<file path="src/rtl/mbx_pkg.sv">
// Package: shared constants and the access classification used by every
// mailbox port decoder. Assumes active-low enables and a read-high strobe.
package mbx_pkg;

    localparam int unsigned MBX_PORTS = 2;

    typedef enum logic [1:0] {
        ACC_NONE  = 2'd0,
        ACC_READ  = 2'd1,
        ACC_WRITE = 2'd2
    } acc_kind_e;

    // Classify one port's control lines for the current cycle.
    function automatic acc_kind_e classify(input logic ce_n, input logic oe_n,
                                           input logic rnw);
        acc_kind_e k;
        k = ACC_NONE;
        if (!ce_n) begin
            if (!rnw)      k = ACC_WRITE;
            else if (!oe_n) k = ACC_READ;
        end
        return k;
    endfunction

endpackage

</file>
<file path="src/rtl/mbx_port_decode.sv">
// Module: mbx_port_decode
// Decodes one memory port into two strobes: a read of the mailbox this port
// owns (clears its own flag) and a write of the peer's mailbox (sets the
// peer flag). Purely combinational; assumes inputs are stable around the edge.
module mbx_port_decode
    import mbx_pkg::*;
#(
    parameter int unsigned          ADDR_W  = 13,
    parameter logic [ADDR_W-1:0]    OWN_MBX = '1,
    parameter logic [ADDR_W-1:0]    PEER_MBX = '1
) (
    input  logic              ce_n,
    input  logic              oe_n,
    input  logic              rnw,
    input  logic [ADDR_W-1:0] addr,
    output logic              own_rd_hit,
    output logic              peer_wr_hit
);

    acc_kind_e kind;

    // Turn the control lines into a cycle type, then match the address.
    always_comb begin
        kind        = classify(ce_n, oe_n, rnw);
        own_rd_hit  = (kind == ACC_READ)  && (addr == OWN_MBX);
        peer_wr_hit = (kind == ACC_WRITE) && (addr == PEER_MBX);
    end

endmodule

</file>
<file path="src/rtl/mbx_irq_flag.sv">
// Module: mbx_irq_flag
// One active-low interrupt flag. A set request drives it low, a clear
// request drives it high, and a set in the same cycle as a clear wins.
// Assumes a synchronous active-low reset that returns it to the idle level.
module mbx_irq_flag (
    input  logic clk,
    input  logic rst_n,
    input  logic set_i,
    input  logic clr_i,
    output logic irq_n_o
);

    // Flag register with set priority over clear.
    always_ff @(posedge clk) begin
        if (!rst_n)      irq_n_o <= 1'b1;
        else if (set_i)  irq_n_o <= 1'b0;
        else if (clr_i)  irq_n_o <= 1'b1;
    end

endmodule

</file>
<file path="src/rtl/dpram_mailbox_irq.sv">
// Module: dpram_mailbox_irq
// Mailbox interrupt logic for a two-port memory. Port A writes the top word
// to interrupt port B, and port B writes the word below it to interrupt
// port A. Each receiver clears its flag by reading its mailbox. The data word
// is held in the memory array outside this block. Port index 0 is A, 1 is B.
module dpram_mailbox_irq
    import mbx_pkg::*;
#(
    parameter int unsigned ADDR_W = 13
) (
    input  logic              clk,
    input  logic              rst_n,
    input  logic              a_ce_n,
    input  logic              a_oe_n,
    input  logic              a_rnw,
    input  logic [ADDR_W-1:0] a_addr,
    input  logic              b_ce_n,
    input  logic              b_oe_n,
    input  logic              b_rnw,
    input  logic [ADDR_W-1:0] b_addr,
    output logic              a_irq_n,
    output logic              b_irq_n
);

    localparam logic [ADDR_W-1:0] TOP_ADDR  = '1;
    localparam logic [ADDR_W-1:0] NEXT_ADDR = TOP_ADDR - ADDR_W'(1);

    logic [MBX_PORTS-1:0] ce_n_v, oe_n_v, rnw_v;
    logic [ADDR_W-1:0]    addr_v [MBX_PORTS];
    logic [MBX_PORTS-1:0] rd_hit_v, wr_hit_v, irq_n_v;

    // Gather the two named ports into indexable vectors.
    always_comb begin
        ce_n_v    = {b_ce_n, a_ce_n};
        oe_n_v    = {b_oe_n, a_oe_n};
        rnw_v     = {b_rnw,  a_rnw};
        addr_v[0] = a_addr;
        addr_v[1] = b_addr;
    end

    for (genvar p = 0; p < MBX_PORTS; p++) begin : g_port
        // Port p owns NEXT_ADDR + p and writes to TOP_ADDR - p.
        localparam logic [ADDR_W-1:0] OWN  = NEXT_ADDR + ADDR_W'(p);
        localparam logic [ADDR_W-1:0] PEER = TOP_ADDR - ADDR_W'(p);

        mbx_port_decode #(
            .ADDR_W  (ADDR_W),
            .OWN_MBX (OWN),
            .PEER_MBX(PEER)
        ) u_dec (
            .ce_n       (ce_n_v[p]),
            .oe_n       (oe_n_v[p]),
            .rnw        (rnw_v[p]),
            .addr       (addr_v[p]),
            .own_rd_hit (rd_hit_v[p]),
            .peer_wr_hit(wr_hit_v[p])
        );

        mbx_irq_flag u_flag (
            .clk    (clk),
            .rst_n  (rst_n),
            .set_i  (wr_hit_v[MBX_PORTS-1-p]),
            .clr_i  (rd_hit_v[p]),
            .irq_n_o(irq_n_v[p])
        );
    end

    assign a_irq_n = irq_n_v[0];
    assign b_irq_n = irq_n_v[1];


    reset_idle_chk: assert property (@(posedge clk)
        !rst_n |=> (a_irq_n && b_irq_n));


    a_sends_b_chk: assert property (@(posedge clk) disable iff (!rst_n)
        (!a_ce_n && !a_rnw && a_addr == TOP_ADDR) |=> !b_irq_n);


    b_sends_a_chk: assert property (@(posedge clk) disable iff (!rst_n)
        (!b_ce_n && !b_rnw && b_addr == NEXT_ADDR) |=> !a_irq_n);


    b_ack_chk: assert property (@(posedge clk) disable iff (!rst_n)
        (!b_ce_n && !b_oe_n && b_rnw && b_addr == TOP_ADDR &&
         !(!a_ce_n && !a_rnw && a_addr == TOP_ADDR)) |=> b_irq_n);


    a_ack_chk: assert property (@(posedge clk) disable iff (!rst_n)
        (!a_ce_n && !a_oe_n && a_rnw && a_addr == NEXT_ADDR &&
         !(!b_ce_n && !b_rnw && b_addr == NEXT_ADDR)) |=> a_irq_n);


    b_hold_chk: assert property (@(posedge clk) disable iff (!rst_n)
        (!(!a_ce_n && !a_rnw && a_addr == TOP_ADDR) &&
         !(!b_ce_n && !b_oe_n && b_rnw && b_addr == TOP_ADDR))
        |=> $stable(b_irq_n));


    a_hold_chk: assert property (@(posedge clk) disable iff (!rst_n)
        (!(!b_ce_n && !b_rnw && b_addr == NEXT_ADDR) &&
         !(!a_ce_n && !a_oe_n && a_rnw && a_addr == NEXT_ADDR))
        |=> $stable(a_irq_n));


    set_beats_clear_chk: assert property (@(posedge clk) disable iff (!rst_n)
        (!a_ce_n && !a_rnw && a_addr == TOP_ADDR &&
         !b_ce_n && !b_oe_n && b_rnw && b_addr == TOP_ADDR) |=> !b_irq_n);

endmodule

</file>
<file path="config.mk">
export PLATFORM = sky130hd
export DESIGN_NAME = dpram_mailbox_irq
export DESIGN_NICKNAME = d
export VERILOG_FILES = /design/src/rtl/mbx_pkg.sv /design/src/rtl/mbx_port_decode.sv /design/src/rtl/mbx_irq_flag.sv /design/src/rtl/dpram_mailbox_irq.sv
export SDC_FILE = /design/constraint.sdc
export NUM_CORES = 1
export LEC_CHECK = 0
export ABC_AREA = 1
export CAP_MARGIN = 20
export CORE_AREA = 2 2 39 41
export DETAILED_ROUTE_END_ITERATION = 10
export DIE_AREA = 0 0 41 43
export PLACE_DENSITY_LB_ADDON = 0.08
export SETUP_SLACK_MARGIN = 0.02
export SLEW_MARGIN = 20
export SYNTH_ARGS = -nofsm -noshare
export SYNTH_HDL_FRONTEND = slang
export SYNTH_HIERARCHICAL = 1
export SYNTH_SLANG_ARGS = --single-unit
</file>
<file path="constraint.sdc">
create_clock -name clk -period 1.3 [get_ports clk]
set_input_delay 0.195 -clock clk [delete_from_list [all_inputs] [get_ports clk]]
set_output_delay 0.195 -clock clk [all_outputs]
set_load 0.05 [all_outputs]
</file>
# --- Word-level counts from Yosys, hierarchy flattened ---
# Cells that the tools add are included.
totals:
  register_bits: 2
  out_inout_bits: 2
  word_cells: 26
  in_bits: 34
classes:
  reduce_logical: 6
  n_eq_ne: 8
  mux: 10
op_table:
  columns: ["cell", "n"]
  rows:
  - ["13-bit equality test, second input constant", 4]
  - ["2-bit 2-to-1 mux", 4]
  - ["1-bit 2-to-1 mux", 6]
  - ["2-bit by 1-bit equality test with 1-bit output, second input constant", 2]
  - ["2-bit equality test, second input constant", 2]
  - ["1-bit logical AND", 4]
  - ["2-bit nonzero test", 2]

# --- Depth between registers and ports, before layout ---
depth:
  depth_word: 7
  mapped_depth: 8
  ltp_nobuf: 8

# --- By module ---
# Netlist, hierarchy kept.
by_module_without_submodules:
  columns: ["module", "instances", "seq_area_each_um2", "cells_per_inst", "area_per_inst_um2"]
  rows:
  - ["mbx_port_decode", 2, 0.0, 21, 88.8]
  - ["mbx_irq_flag", 2, 20.0, 4, 32.5]

# --- Worst setup path before layout ---
# OpenSTA, ideal clock, no wires.
synth_path:
  kind: "register to register"
  start: "reg g_port[0].u_flag/irq_n_o (netlist name)"
  end: "reg g_port[0].u_flag.irq_n_o"
  synth_period_minus_slack_ps: 851
  t_required_ps: 1241
  n_path_buf: 0
  setup_slack_ps: 449
  setup_ps: 59
  path_stages_with_launch: 3
  t_arrival_ps: 792
  cell_sequence: "dfxtp_1 > o21ai_1 > nand2_1"
synth_lines:
  columns: ["item", "line_no", "source"]
  rows:
  - ["end signal, assigned", "mbx_irq_flag.sv:15", "if (!rst_n) irq_n_o <= 1'b1;"]
  - ["end signal, assigned", "mbx_irq_flag.sv:16", "else if (set_i) irq_n_o <= 1'b0;"]
  - ["end signal, assigned", "mbx_irq_flag.sv:17", "else if (clr_i) irq_n_o <= 1'b1;"]
  - ["end, declared", "mbx_irq_flag.sv:10", "output logic irq_n_o"]

# --- Worst setup path in the final report ---
layout_path:
  start: "in b_addr[1]"
  end: "reg g_port[0].u_flag.irq_n_o"
layout_via:
  elab_chain_cells: 3
  word_cells_on_any_way: 4
  classes_between: "eq/ne (1); mux (1); reduce/logical (2)"
layout_rtl:
  columns: ["item", "line_no", "source"]
  rows:
  - ["start, declared", "dpram_mailbox_irq.sv:20", "input logic [ADDR_W-1:0] b_addr,"]
  - ["13-bit equality test *", "mbx_port_decode.sv:26", "peer_wr_hit = (kind == ACC_WRITE) && (addr == PEER_MBX);"]
  - ["1-bit logical AND *", "mbx_port_decode.sv:26", null]
  - ["named net wr_hit_v[1]", "dpram_mailbox_irq.sv:30", "logic [MBX_PORTS-1:0] rd_hit_v, wr_hit_v, irq_n_v;"]
  - ["1-bit 2-to-1 mux / 2-bit nonzero test (equally long branches)", null, null]
# Mark *: on every way through the listed nets, which the timed path passes. The rest lies on a longest branch.
# A chain may end at the register's enable or synchronous reset.

==> impl_metrics.py <==
metrics = {
    "floorplan": {
        "start_util": 0.1754,
        "core_area_sq_mm": 0.001384,
        "rows": 14,
        "ios": 36,
        "die_w_microns": 41,
        "die_area_sq_mm": 0.001763,
        "dieHeight_microns": 43,
    },
    "global_routing": {
        "met1_usage": 0.1210,
        "grt-busiest-layer": "met2",
        "grt_pass1_vias": 356,
        "grt_first_pass_wirelength_microns": 1269,
        "use_met2": 0.1531,
        "grt_max_degree": 3,
        "met3_usage": 0.07853,
        "grt_remaining_overflow": 0,
        "antenna_found_initial": 0,
        "track_usage": 0.1051,
    },
    "drt": {
        "vias": 393,
        "avgRoutedWirePerCell_microns": 7.596,
        "ant_nets": 0,
        "drt-total-wl_microns": 790,
        "drcViolationCount": 0,
        "firstDrtPassIters": 4,
        "drtIter0Drc": 2,
        "viasPerCell": 3.779,
    },
    "sta": {
        "worstMarginPinSlew_ns": 0.1465,
        "setup_tns_ns": 0,
        "hold_viol_final": 0,
        "rsz0062_at_grt": "no",
        "skew_ns": 0,
        "drv_slew": 0,
        "fmax_ghz": 0.9496,
        "hold-worst-slack_ns": 0.4894,
        "setup_viol": 0,
        "min_period_ns": 1.053,
        "relSlewSlack": 0.9022,
        "fin_crit_sh": 0.8100,
    },
    "setup_path": {
        "critical_path_buf_inv_count": 2,
        "cp.depth": 8,
        "r2r_cells": 2,
        "reg2reg_slack_ns": 0.68,
        "timing.rr.start": "g_port[1].u_flag/irq_n_o$_SDFFE_PN1P_",
        "critPathLaunch": "b_addr[1]",
        "crit_chain": "clkdlybuf4s50_1 > nand2_1 > nor2_1 > nand3_1 > nor2_1 > inv_1 > o21ai_1 > nand2_1",
        "worstSetupStartpointType": "input pin",
        "endpoint": "g_port[0].u_flag/irq_n_o$_SDFFE_PN1P_",
        "slowest_delay_ns": 0.48,
        "cp_max_fo": 2,
        "end_kind": "register",
        "crit_family": "buffers and inverters",
        "crit_required_ns": 1.41,
        "cp.arrival_ns": 1.16,
        "path_class": "input pin to register",
        "r2r-end": "g_port[1].u_flag/irq_n_o$_SDFFE_PN1P_",
        "cp_slowest_cell": "clkdlybuf4s50_1",
    },
    "synthesis": {
        "synth-compound-area-share": 0.04124,
        "synth_top_family_by_area": "simple AND/OR/NAND/NOR gates",
        "syn-num-nets": 84,
        "synth_area_sq_um": 242.7,
        "synth_xor_xnor_area_share": 0,
        "synth-seq-cells": 2,
        "ys_warn_count": 6,
        "netlist_instances": 50,
        "synth-simple-area-share": 0.6082,
        "synth_adder_area_share": 0,
        "synthMuxAreaShare": 0,
        "yosysUniqueCellTypes": 8,
        "syn_area_per_cell_sq_um": 4.855,
        "yosysSeqAreaShare": 0.1649,
    },
    "finish": {
        "final_cells": 104,
        "largest_register_ff_count": 2,
        "areaGrowthSynthToFinish_pct": 170.1,
        "drive_above_1_share": 0.1023,
        "nets": 124,
        "post-route-util": 0.4738,
        "n_antenna_cell": 0,
        "reg_top3": "g_port.u_flag/irq_n_o x2",
        "fillers": 158,
        "largest_register": "g_port.u_flag/irq_n_o",
    },
    "cts": {
        "cts_made_buffers": 3,
        "cts_resized": 0,
        "cts_tree": "done",
        "worstSkewPairLatency_ns": 0.22,
        "clk_pin_slew_ns": 0.03,
        "root_buffer": "clkbuf_4",
        "cts_sinks": 2,
        "clockBufferDepth": 2,
        "cts_setup_buffers": 0,
        "ctsHoldBuffers": 0,
        "ctsHtreeMaxLevel": 1,
    },
    "pwr": {
        "leakage_nw": 0.2914,
        "ir_drop_v": 0.0004090,
        "cellPowerDensity_mw_per_mm2": 490.8,
    },
    "status": {
        "status": "complete, no violations",
    },
    "placement": {
        "dp_cells": 101,
        "hpwl_microns": 719.2,
        "gp_congestion": 0.5639,
        "portBuffers": 35,
    },
    "min_path": {
        "hold_depth": 2,
        "hp-class": "input pin to register",
    },
    "flow_run": {
        "drv_cap": 0,
    },
}
-- Yosys cell counts (all sizes together) --
cell,n,area share
nand2,16,0.25
inv,12,0.19
nor2,12,0.23
nand3,4,0.082
dfxtp,2,0.16
nand4,2,0.052
o21ai,2,0.041
-- metal layers --
metal,vias up,wire [microns]
met5,-,0
met4,0,0
met3,0,139
met2,21,317
met1,147,333
li1,225,-
-- layout by cell type (no fill, tap or decap) --
cell / n
nor2_1: 8
inv_1: 12
clkdlybuf4s50_1: 33
nand2_1: 16
nor2_2: 4
nand4_1: 2
o21ai_1: 2
dfxtp_1: 2
buf_12: 2
nand3_1: 4
clkbuf_4: 3
-- worst register-to-register path: stages, from the launching register on --
cell     delay [ns]
dfxtp_1        0.33
o21ai_1        0.13
nand2_1        0.05
-- power by group --
group | switching [mW] | internal, mW
Sequential | 0.00000379 | 0.0619
Clock | 0.0342 | 0.102
Combinational | 0.0288 | 0.0952
Total | 0.0630 | 0.259
-- worst min-delay path by stage --
stage,from,to,slack [ns]
5_1_grt,rst_n,g_port[1].u_flag/irq_n_o$_SDFFE_PN1P_,0.51
2_1_floorplan,rst_n,g_port[0].u_flag/irq_n_o$_SDFFE_PN1P_,0.26
3_3_place_gp,g_port[0].u_flag/irq_n_o$_SDFFE_PN1P_,g_port[0].u_flag/irq_n_o$_SDFFE_PN1P_,0.53
6_report,rst_n,g_port[1].u_flag/irq_n_o$_SDFFE_PN1P_,0.49
4_1_cts,rst_n,g_port[1].u_flag/irq_n_o$_SDFFE_PN1P_,0.48
3_5_place_dp,g_port[0].u_flag/irq_n_o$_SDFFE_PN1P_,g_port[0].u_flag/irq_n_o$_SDFFE_PN1P_,0.53
-- final cells by class --
cell class | count | area [sq um] | area share
well taps | 16 | 20.02 | 0.03053
inverters | 12 | 45.04 | 0.06870
flip-flops and latches | 2 | 40.04 | 0.06107
multi-input cells | 36 | 157.7 | 0.2405
repair buffers | 35 | 370.4 | 0.5649
clock buffers | 3 | 22.52 | 0.03435
-- cells by family after synthesis --
logic type      after synthesis
simple gates                 34
compound gates                2
flops                         2
buf+inv                      12
-- metrics by stage --
step                      area, sq um  power, mW  setup slack [ns]
after floorplan                 242.7    0.08538            0.4494
after global placement          633.1     0.1868           0.03209
after detailed placement        633.1     0.1877           0.01665
after CTS                       655.6     0.3302            0.2429
after global routing            655.6     0.3462            0.1273
final                           655.6     0.3218            0.2470
Note: power is estimated with default switching activity, not from simulation.
